### src/rtl/dmarb_pkg.sv
package dmarb_pkg;

    // Register regions, selected by address bits [11:6]
    localparam logic [5:0] RG_CMD   = 6'h00;
    localparam logic [5:0] RG_RSLT  = 6'h01;
    localparam logic [5:0] RG_FLUSH = 6'h02;
    localparam logic [5:0] RG_STAT  = 6'h08;
    localparam logic [5:0] RG_CFG   = 6'h0C;
    localparam logic [5:0] RG_SUMM  = 6'h0E;

    localparam int MAX_CH = 16;

    // Status bit positions
    localparam int ST_BUSY  = 0;
    localparam int ST_AVAIL = 1;
    localparam int ST_OVF   = 4;
    localparam int ST_QUEUE = 5;

    // Result word bit positions
    localparam int RS_VALID = 31;
    localparam int RS_ERR   = 3;
    localparam int RS_FLUSH = 2;
    localparam int RS_DONE  = 1;

    // Compact stored form of a result
    typedef struct packed {
        logic err;
        logic fl;
    } rslt_t;

    // Per-channel access strobes decoded from the bus
    typedef struct packed {
        logic cmd_wr;
        logic flush_wr;
        logic cfg_wr;
        logic rslt_rd;
    } ch_acc_t;

    function automatic logic [31:0] pack_result(rslt_t r);
        logic [31:0] w;
        w           = '0;
        w[RS_VALID] = 1'b1;
        w[RS_ERR]   = r.err;
        w[RS_FLUSH] = r.fl;
        w[RS_DONE]  = !r.err && !r.fl;
        return w;
    endfunction

endpackage

### src/rtl/dmarb_result_fifo.sv
module dmarb_result_fifo #(
    parameter int DEPTH = 2,
    parameter int WIDTH = 2
) (
    input  logic             clk,
    input  logic             rst,
    input  logic             push,
    input  logic [WIDTH-1:0] push_data,
    input  logic             pop,
    output logic [WIDTH-1:0] head,
    output logic             empty,
    output logic             full
);
    localparam int PW = (DEPTH > 1) ? $clog2(DEPTH) : 1;
    localparam int CW = $clog2(DEPTH + 1);
    localparam logic [PW-1:0] LAST = PW'(DEPTH - 1);
    localparam logic [CW-1:0] FULL_CNT = CW'(DEPTH);

    logic [WIDTH-1:0] mem [DEPTH];
    logic [PW-1:0]    rd_ptr, wr_ptr;
    logic [CW-1:0]    count;
    logic             do_push, do_pop;

    assign empty   = (count == '0);
    assign full    = (count == FULL_CNT);
    assign do_pop  = pop && !empty;
    assign do_push = push && (!full || do_pop);
    assign head    = mem[rd_ptr];

    always_ff @(posedge clk) begin
        if (rst) begin
            rd_ptr <= '0;
            wr_ptr <= '0;
            count  <= '0;
            for (int i = 0; i < DEPTH; i++) mem[i] <= '0;
        end else begin
            if (do_push) begin
                mem[wr_ptr] <= push_data;
                wr_ptr      <= (wr_ptr == LAST) ? '0 : wr_ptr + 1'b1;
            end
            if (do_pop)
                rd_ptr <= (rd_ptr == LAST) ? '0 : rd_ptr + 1'b1;
            if (do_push && !do_pop)      count <= count + 1'b1;
            else if (do_pop && !do_push) count <= count - 1'b1;
        end
    end

    // occupancy never exceeds the configured depth
    a_r5_count_bound: assert property (@(posedge clk) disable iff (rst)
        count <= FULL_CNT);

    // popping the only entry with no push leaves the queue empty
    a_r4_pop_last: assert property (@(posedge clk) disable iff (rst)
        (pop && count == CW'(1) && !push) |=> empty);

endmodule

### src/rtl/dmarb_channel.sv
module dmarb_channel
    import dmarb_pkg::*;
#(
    parameter int RQ_DEPTH = 2
) (
    input  logic          clk,
    input  logic          rst,
    input  ch_acc_t       acc,
    input  logic [31:0]   wdata,
    input  logic          eng_done,
    input  logic          eng_err,
    input  logic          eng_flushed,
    output logic          start,
    output logic [31:0]   start_ptr,
    output logic          flush,
    output logic [31:0]   rslt_word,
    output logic [31:0]   status,
    output logic [1:0]    cfg,
    output logic          summary
);
    logic        busy, pend_v, ovf;
    logic [31:0] pend_ptr;
    logic        busy_n, pend_v_n, start_n;
    logic [31:0] pend_ptr_n, ptr_n;
    logic        push, empty, full;
    rslt_t       head, in_r;

    // Next-state: completion first, then the bus write sees the result
    always_comb begin
        busy_n     = busy;
        pend_v_n   = pend_v;
        pend_ptr_n = pend_ptr;
        start_n    = 1'b0;
        ptr_n      = start_ptr;
        if (eng_done && busy) begin
            if (pend_v) begin
                start_n  = 1'b1;
                ptr_n    = pend_ptr;
                pend_v_n = 1'b0;
            end else begin
                busy_n = 1'b0;
            end
        end
        if (acc.cmd_wr) begin
            if (!busy_n) begin
                start_n = 1'b1;
                ptr_n   = wdata;
                busy_n  = 1'b1;
            end else if (!pend_v_n) begin
                pend_v_n   = 1'b1;
                pend_ptr_n = wdata;
            end
        end
    end

    assign push       = eng_done && busy;
    assign in_r.err   = eng_err;
    assign in_r.fl    = eng_flushed;

    always_ff @(posedge clk) begin
        if (rst) begin
            busy      <= 1'b0;
            pend_v    <= 1'b0;
            pend_ptr  <= '0;
            start     <= 1'b0;
            start_ptr <= '0;
            flush     <= 1'b0;
            ovf       <= 1'b0;
            cfg       <= '0;
        end else begin
            busy      <= busy_n;
            pend_v    <= pend_v_n;
            pend_ptr  <= pend_ptr_n;
            start     <= start_n;
            start_ptr <= ptr_n;
            flush     <= acc.flush_wr && busy;
            if (push && full && !acc.rslt_rd) ovf <= 1'b1;
            if (acc.cfg_wr) cfg <= wdata[1:0];
        end
    end

    dmarb_result_fifo #(.DEPTH(RQ_DEPTH), .WIDTH($bits(rslt_t))) u_fifo (
        .clk       (clk),
        .rst       (rst),
        .push      (push),
        .push_data (in_r),
        .pop       (acc.rslt_rd),
        .head      (head),
        .empty     (empty),
        .full      (full)
    );

    assign rslt_word = empty ? '0 : pack_result(head);
    assign summary   = !empty && (!head.fl || cfg[1]);

    always_comb begin
        status           = '0;
        status[ST_BUSY]  = busy;
        status[ST_AVAIL] = !empty;
        status[ST_OVF]   = ovf;
        status[ST_QUEUE] = pend_v;
    end

    // a command write to an idle, non-completing channel starts it
    a_r1_idle_start: assert property (@(posedge clk) disable iff (rst)
        (acc.cmd_wr && !busy) |=> start);

    // a queued command only exists while the channel runs
    a_r2_queue_needs_busy: assert property (@(posedge clk) disable iff (rst)
        pend_v |-> busy);

    // a flush pulse is only issued for a channel that was running
    a_r8_flush_busy: assert property (@(posedge clk) disable iff (rst)
        flush |-> $past(busy));

    // the overflow flag never falls once set
    a_r5_ovf_sticky: assert property (@(posedge clk) disable iff (rst)
        $past(ovf) |-> ovf);

endmodule

### src/rtl/dma_result_bank.sv
module dma_result_bank
    import dmarb_pkg::*;
#(
    parameter int NCH      = 16,
    parameter int RQ_DEPTH = 2
) (
    input  logic              clk,
    input  logic              rst,
    input  logic              bus_wr,
    input  logic              bus_rd,
    input  logic [11:0]       bus_addr,
    input  logic [31:0]       bus_wdata,
    output logic [31:0]       bus_rdata,
    input  logic [NCH-1:0]    eng_done,
    input  logic [NCH-1:0]    eng_err,
    input  logic [NCH-1:0]    eng_flushed,
    output logic [NCH-1:0]    eng_start,
    output logic [32*NCH-1:0] eng_ptr,
    output logic [NCH-1:0]    eng_flush,
    output logic              irq
);
    logic [5:0]     region;
    logic [3:0]     chan;
    logic           aligned;
    logic [31:0]    rslt_w [NCH];
    logic [31:0]    stat_w [NCH];
    logic [1:0]     cfg_w  [NCH];
    logic [NCH-1:0] summ, ien;
    logic [31:0]    rdata_d;

    assign region  = bus_addr[11:6];
    assign chan    = bus_addr[5:2];
    assign aligned = (bus_addr[1:0] == 2'b00);

    for (genvar c = 0; c < NCH; c++) begin : g_ch
        ch_acc_t acc;
        logic    hit;
        assign hit          = aligned && (chan == 4'(c));
        assign acc.cmd_wr   = bus_wr && hit && (region == RG_CMD);
        assign acc.flush_wr = bus_wr && hit && (region == RG_FLUSH);
        assign acc.cfg_wr   = bus_wr && hit && (region == RG_CFG);
        assign acc.rslt_rd  = bus_rd && hit && (region == RG_RSLT);

        dmarb_channel #(.RQ_DEPTH(RQ_DEPTH)) u_ch (
            .clk         (clk),
            .rst         (rst),
            .acc         (acc),
            .wdata       (bus_wdata),
            .eng_done    (eng_done[c]),
            .eng_err     (eng_err[c]),
            .eng_flushed (eng_flushed[c]),
            .start       (eng_start[c]),
            .start_ptr   (eng_ptr[32*c +: 32]),
            .flush       (eng_flush[c]),
            .rslt_word   (rslt_w[c]),
            .status      (stat_w[c]),
            .cfg         (cfg_w[c]),
            .summary     (summ[c])
        );
        assign ien[c] = cfg_w[c][0];
    end

    assign irq = |(summ & ien);

    always_comb begin
        rdata_d = '0;
        if (aligned) begin
            if (region == RG_SUMM && chan == 4'd0) begin
                rdata_d[NCH-1:0] = summ;
            end else if (int'(chan) < NCH) begin
                case (region)
                    RG_RSLT: rdata_d = rslt_w[chan];
                    RG_STAT: rdata_d = stat_w[chan];
                    RG_CFG:  rdata_d[1:0] = cfg_w[chan];
                    default: rdata_d = '0;
                endcase
            end
        end
    end

    always_ff @(posedge clk) begin
        if (rst)         bus_rdata <= '0;
        else if (bus_rd) bus_rdata <= rdata_d;
    end

    // with no reportable result anywhere the interrupt is low
    a_r7_irq_needs_summary: assert property (@(posedge clk) disable iff (rst)
        (summ == '0) |-> !irq);

    // read data only changes after a read strobe
    a_r10_rdata_hold: assert property (@(posedge clk) disable iff (rst)
        !bus_rd |=> $stable(bus_rdata));

    // at most as many start pulses as there were starting events
    a_r1_single_cmd_start: assert property (@(posedge clk) disable iff (rst)
        (eng_done == '0) |=> $onehot0(eng_start));

endmodule

### config.mk
export PLATFORM = sky130hd
export DESIGN_NAME = dma_result_bank
export DESIGN_NICKNAME = d
export VERILOG_FILES = /design/src/rtl/dmarb_pkg.sv /design/src/rtl/dmarb_result_fifo.sv /design/src/rtl/dmarb_channel.sv /design/src/rtl/dma_result_bank.sv
export SDC_FILE = /design/constraint.sdc
export NUM_CORES = 2
export LEC_CHECK = 0
export BUFFER_PORTS_ARGS = -buffer_cell sky130_fd_sc_hd__buf_2
export CORE_MARGIN = 2
export CORE_UTILIZATION = 55
export CTS_BUF_LIST = sky130_fd_sc_hd__clkbuf_8
export DETAILED_ROUTE_END_ITERATION = 8
export MAX_ROUTING_LAYER = met4
export PLACE_DENSITY = 0.76
export SYNTH_ARGS = -nofsm -noshare
export SYNTH_HDL_FRONTEND = slang
export SYNTH_SLANG_ARGS = --single-unit
### constraint.sdc
create_clock -name clk -period 3.2 [get_ports clk]
set_input_delay 0.48 -clock clk [delete_from_list [all_inputs] [get_ports clk]]
set_output_delay 0.48 -clock clk [all_outputs]
set_load 0.005 [all_outputs]
; ---- Yosys cells after proc, flatten, opt, wreduce, memory -nomap -nowiden
; Memory sizes are Yosys's and may differ from the RTL's. A register that Yosys moved wholly into a read port is not among the register bits.
; Index checks and enable logic that the tools add are counted.
[totals]
memories = 16
out_inout_bits = 577
input_bits = 96
elab_cells = 1245
ff_bits = 1232
ramBits = 64
[memory_table]
columns = memory, depth, width, read_ports, rd_clocked_by_memory_dff, write_ports, line_no
row1 = g_ch[0].u_ch.u_fifo.mem, 2, 2, 1, 1, 2, dmarb_result_fifo.sv:19  ; logic [WIDTH-1:0] mem [DEPTH];
row2 = g_ch[10].u_ch.u_fifo.mem, 2, 2, 1, 1, 2, dmarb_result_fifo.sv:19
row3 = g_ch[11].u_ch.u_fifo.mem, 2, 2, 1, 1, 2, dmarb_result_fifo.sv:19
row4 = g_ch[12].u_ch.u_fifo.mem, 2, 2, 1, 1, 2, dmarb_result_fifo.sv:19
row5 = g_ch[13].u_ch.u_fifo.mem, 2, 2, 1, 1, 2, dmarb_result_fifo.sv:19
row6 = g_ch[14].u_ch.u_fifo.mem, 2, 2, 1, 1, 2, dmarb_result_fifo.sv:19
row7 = +10 memories, n/a, n/a, n/a, n/a, n/a, n/a
[classes]
n_lt_le_gt_ge = 1
reduce_logical = 485
addsub = 64
mux = 448
bitwise_logic = 18
eq_ne = 36
[ops]
columns = cell, count
row1 = 32-bit 2-to-1 mux, 85
row2 = 1-bit 2-to-1 mux, 306
row3 = 1-bit logical AND, 273
row4 = 32-bit binary-select mux with 4-bit select, 2
row5 = 1-bit logical NOT, 112
row6 = 2-bit 2-to-1 mux, 50
row7 = 30-bit one-hot mux with 2 select lines, 1
row8 = 3-bit AND reduction, 16
row9 = 2-bit logical NOT, 17
row10 = 1-bit adder (second input constant), 32
row11 = 2-bit by 1-bit adder with 2-bit output (second input constant), 16
row12 = 2-bit == test (second input constant), 16
row13 = 4-bit == test (second input constant), 8
row14 = 1-bit logical OR, 32
row15 = 16-bit 2-to-1 mux, 2
row16 = 2-bit nonzero test, 16
row17 = 2-bit OR reduction, 16
row18 = 2-bit by 1-bit subtractor with 2-bit output (second input constant), 16
row19 = 6-bit by 4-bit == test with 1-bit output (second input constant), 3
row20 = 16-bit bitwise AND, 1
row21 = 4-bit by 3-bit == test with 1-bit output (second input constant), 4
row22 = 1-bit inverter, 16
row23 = 16-bit OR reduction, 1
row24 = 2-bit binary-select mux with 4-bit select, 1
row25 = 9 further kinds, 10

; ---- Logic depth before layout (Yosys ltp)
[logic_depth]
depth_word = 12
mapped_depth = 11
mapped_depth_nobuf = 9

; ---- Cells and area by module
; A second synthesis with hierarchy kept.
[hier_totals]
cells_unflattened = 7530
hier_area_um2 = 73718.2
[by_module_without_submodules]
columns = module, area_per_inst_um2, n_inst, cells_per_inst, seq_area_each_um2
row1 = dmarb_channel, 3549.7, 16, 381, 1421.4
row2 = dma_result_bank, 10197.3, 1, 842, 640.6
row3 = dmarb_result_fifo, 420.4, 16, 37, 220.2

; ---- Worst setup path after synthesis
; OpenSTA, ideal clock, no wires.
[synth_timing]
path_kind = input to register
from = in bus_addr[9]
to = reg g_ch[15].u_ch.u_fifo.count[1]
arrival_ns = 2.679
cell_stages = 8
n_path_buf = 0
setup_ns = 0.070
t_required_ns = 3.130
setup_slack_ns = 0.450
path_cell_list = nor4_4 nand4_1 o211a_1 or3_1 inv_1 ha_1 or3_1 a21oi_1
[synth_via]
elab_chain_len = 8
elab_cells_between_ends = 11
cone_classes = 1 x eq/ne / 1 x mux / 9 x reduce/logical
[synth_lines]
columns = item, line_no
row1 = from (decl), dma_result_bank.sv:11  ; input logic [11:0] bus_addr,
row2 = 6-bit by 1-bit == test with 1-bit output (*), dma_result_bank.sv:42  ; assign acc.rslt_rd = bus_rd && hit && (region == RG_RSLT);
row3 = 1-bit logical AND (*), dma_result_bank.sv:42
row4 = 1-bit logical AND (*), dmarb_result_fifo.sv:26  ; assign do_pop = pop && !empty;
row5 = 1-bit logical OR (*), dmarb_result_fifo.sv:27  ; assign do_push = push && (!full || do_pop);
row6 = 1-bit logical AND (*), dmarb_result_fifo.sv:27
row7 = via g_ch[15].u_ch.u_fifo.do_push, dmarb_result_fifo.sv:22  ; logic do_push, do_pop;
row8 = 1-bit logical NOT, dmarb_result_fifo.sv:44  ; else if (do_pop && !do_push) count <= count - 1'b1;
row9 = 1-bit logical AND, dmarb_result_fifo.sv:44
row10 = 2-bit nonzero test (no source line), n/a
row11 = to (signal assigned), dmarb_result_fifo.sv:43  ; if (do_push && !do_pop) count <= count + 1'b1;
row12 = to (signal assigned), dmarb_result_fifo.sv:44
row13 = to (decl), dmarb_result_fifo.sv:21  ; logic [CW-1:0] count;
; The timed path passes the listed nets; every way through them passes the cells marked *.
; A chain may end at the register's enable or synchronous reset.

==> run_results.csv <==
group,metric,value,unit
critical_path,critPathRequiredTime,2720,ps
place,gp_congestion,0.987,
grt,grt_pass1_wl,254000,µm
route,drcViolationCount,0,
place,dp_hpwl,113000,µm
clock_network,cts_buffer_depth,3,
power_and_ir_drop,p_per_area,506,mW/mm²
cells_and_area,final_cell_area,0.0627,mm²
critical_path,ff2ff_path_depth,4,
logic_synthesis,muxShareOfSynthArea,21.5,%
sta,finalMaxSlewViolations,0,
route,viasPerCell,5.79,
logic_synthesis,synth_top_area_share,45.6,%
logic_synthesis,synth_edf_count,64,
sta,fmax,325,MHz
logic_synthesis,synth-xor-area-share,1.29,%
worst_hold_path,whs_endpoint,"g_ch[0].u_ch.cfg[0]",
route,post_drt_wl_per_cell,22.5,µm
sta,setup_violations,0,
route,drt-pass1-iter-count,6,
cells_and_area,area_growth,16.0,%
critical_path,crit_buf_inv,1,
clock_network,cts_buffers,202,
worst_hold_path,min_path_type,"in2reg",
logic_synthesis,synth.distinct_cells,68,
worst_hold_path,min_path_cells,2,
critical_path,crit_type,"reg2out",
cells_and_area,layout_commonest_cell,"nor2_1",
critical_path,cpLargestDelayFamily,"simple AND/OR/NAND/NOR gates",
logic_synthesis,avgSynthCellArea,9.83,µm²
die,io_pins,673,
sta,finalCriticalPeriod,3070,ps
place,io_buffers,657,
logic_synthesis,synth_top_family_by_area,"multiplexers",
route,vias,43200,
cells_and_area,multi_input_area,0.0252,mm²
route,wl,167000,µm
sta,timing.slew.headroom,30.1,%
power_and_ir_drop,peakVddDrop,0.000365,V
die,initial_core_util,55.2,%
power_and_ir_drop,finalPower,31700,µW
die,die_w,318,µm
critical_path,endpoint_kind,"output pin",
logic_synthesis,ys.flop_type,"dfxtp_1",
run_status,outcome,"finished, final reports clean",
cells_and_area,final_cell_mix,"nor2_1 (1244), dfxtp_1 (1231), mux2i_1 (1089)",
logic_synthesis,synthTopCellsByArea,"dfxtp_1 (46%), mux2i_1 (20%), nor2_1 (8.6%), a211oi_1 (7.3%), edfxtp_1 (3.6%)",
logic_synthesis,yosysSeqAreaShare,49.2,%
cells_and_area,final_layout_size_suffix_gt1_share,19.6,%
job,cap_violations,0,
route,postRouteAntennaNets,0,
sta,finalHoldViolCount,0,
sta,fin_crit_sh,96.1,%
clock_network,cts_root_buffer,"clkbuf_8",
critical_path,slowest_delay,570,ps
die,core_area,0.0980,mm²
sta,clock_skew,47.5,ps
clock_network,clock-sinks,1297,
die,rows,115,
clock_network,clock_latency,890,ps
die,die_area,0.101,mm²
sta,worst_pin_slew,1050,ps
logic_synthesis,ys_async_sr_fraction,0,%
critical_path,r2r-start,"g_ch[8].u_ch.busy",
critical_path,worst_setup_path_start_kind,"flop",
critical_path,crit_chain,"mux2i_2, nor2_1, nor2_1, nand2_1, o2111ai_1, or4_4, buf_2",
logic_synthesis,yosysTopAreaCell,"dfxtp_1",
cells_and_area,seq_area,0.0266,mm²
route,drtIter0Drc,3637,
cells_and_area,fin_util,64.0,%
power_and_ir_drop,leakage,0.0328,µW
grt,gr-total-overflow,0,
logic_synthesis,synth_warnings,0,
logic_synthesis,synth_compound_area_share,10.3,%
place,dpl.cell_count,7034,
grt,grt_pass1_vias,41500,
grt,grt_max_degree,209,
logic_synthesis,syn_inst,5502,
die,die_y,318,µm
cells_and_area,final_cell_count_no_fill,7452,
clock_network,cts_tree,"done",
logic_synthesis,ys_seq_elements,1297,
logic_synthesis,synthSimpleGateAreaFrac,12.5,%
logic_synthesis,synth_fa_ha_area_share,0.370,%
critical_path,critPathMostFrequentCell,"nor2_1",
logic_synthesis,syn_area,0.0541,mm²
critical_path,rrSetupSlack,750,ps
sta,fin_tns_setup,0,ps
clock_network,cts_setup_buffers,0,
critical_path,worst_r2r_endpoint,"g_ch[8].u_ch.start_ptr[9]",
worst_hold_path,min_from,"rst",
sta,rsz0062_at_grt,"false",
clock_network,clk_pin_slew,60,ps
cells_and_area,nets,6112,
grt,grt_usage,33.3,%
critical_path,slowest_stage,"or4_4",
critical_path,crit_fanout,3,
place,placed_area,0.0579,mm²
critical_path,critPathArrivalTime,2590,ps
clock_network,cts.htree.levels,4,
cells_and_area,fill_cells,7924,
grt,antenna_found_initial,3,
-- logic make-up after synthesis --
family | count (synthesis)
XOR/XNOR | 80
multiplexers | 1125
flip-flops | 1297
other | 1
AO/OA/AOI/OAI | 783
buffers and inverters | 616
adder cells (fa/ha/maj) | 16
AND/OR/NAND/NOR | 1584
-- cells in the mapped netlist, types with 47 or more instances --
master / n
buf_2: 73
a211oi_1: 525
clkbuf_1: 384
nor2_1: 1245
and3_1: 47
a21oi_1: 89
nand2_1: 68
xor2_1: 48
buf_4: 57
o21ai_0: 54
inv_1: 64
dfxtp_1: 1233
edfxtp_1: 64
mux2i_1: 1094
-- per-layer routing --
metal	wire [µm]	global-route usage (%)	part of all wire, %
met4	10300	19.1	6.2
met2	76600	51.4	46
met1	66700	39.1	40
met5	0	-	0
met3	13700	8.96	8.2
-- how the worst max path moves through the flow --
stage | end | slack, ps | depth (start not counted)
after floorplan | g_ch[15].u_ch.u_fifo.count[1] | 450 | 8
after global placement | g_ch[4].u_ch.pend_ptr[15] | -5 | 10
after detailed placement | g_ch[4].u_ch.pend_ptr[18] | -10 | 10
after CTS | irq | 0.9 | 5
after global routing | irq | 30 | 7
final | irq | 130 | 7
-- metrics by stage --
step                hold slack, ps  setup slack [ps]
global route                  57.4              28.2
CTS                           6.37             0.877
floorplan                      432               450
finish                        98.8               126
global placement               441             -5.43
detailed placement             452             -11.8
-- timing repair --
action | in CTS | in global routing
setup endpoints to repair | 1 | 1
pin swaps | 3 | 0
hold buffers | 49 | 0
resized for setup | 10 | 4
hold endpoints to repair | 106 | 0
-- cell type report --
class,instances,share of cell area [%]
repair buffers,829,7.73
inverters,67,0.401
well taps,1287,2.57
diodes,1,0.00399
flip-flops and latches,1297,42.4
clock buffers,271,5.94
multi-input cells,3603,40.1
clock inverters,97,0.847
-- state kept, by name (all words and copies together), names as in the netlist, 17 cells and up, named ones only --
name                    cells
g_ch.u_ch.pend_ptr        512
g_ch.u_ch.start_ptr       512
g_ch.u_ch.u_fifo.mem       64
g_ch.u_ch.cfg              32
g_ch.u_ch.u_fifo.count     32
bus_rdata                  17
-- where the power goes --
part / switching, µW / internal, µW
Clock: 6580 / 7790
Sequential: 13.3 / 16300
Combinational: 812 / 244
Note: power is estimated with default switching activity, not from simulation.
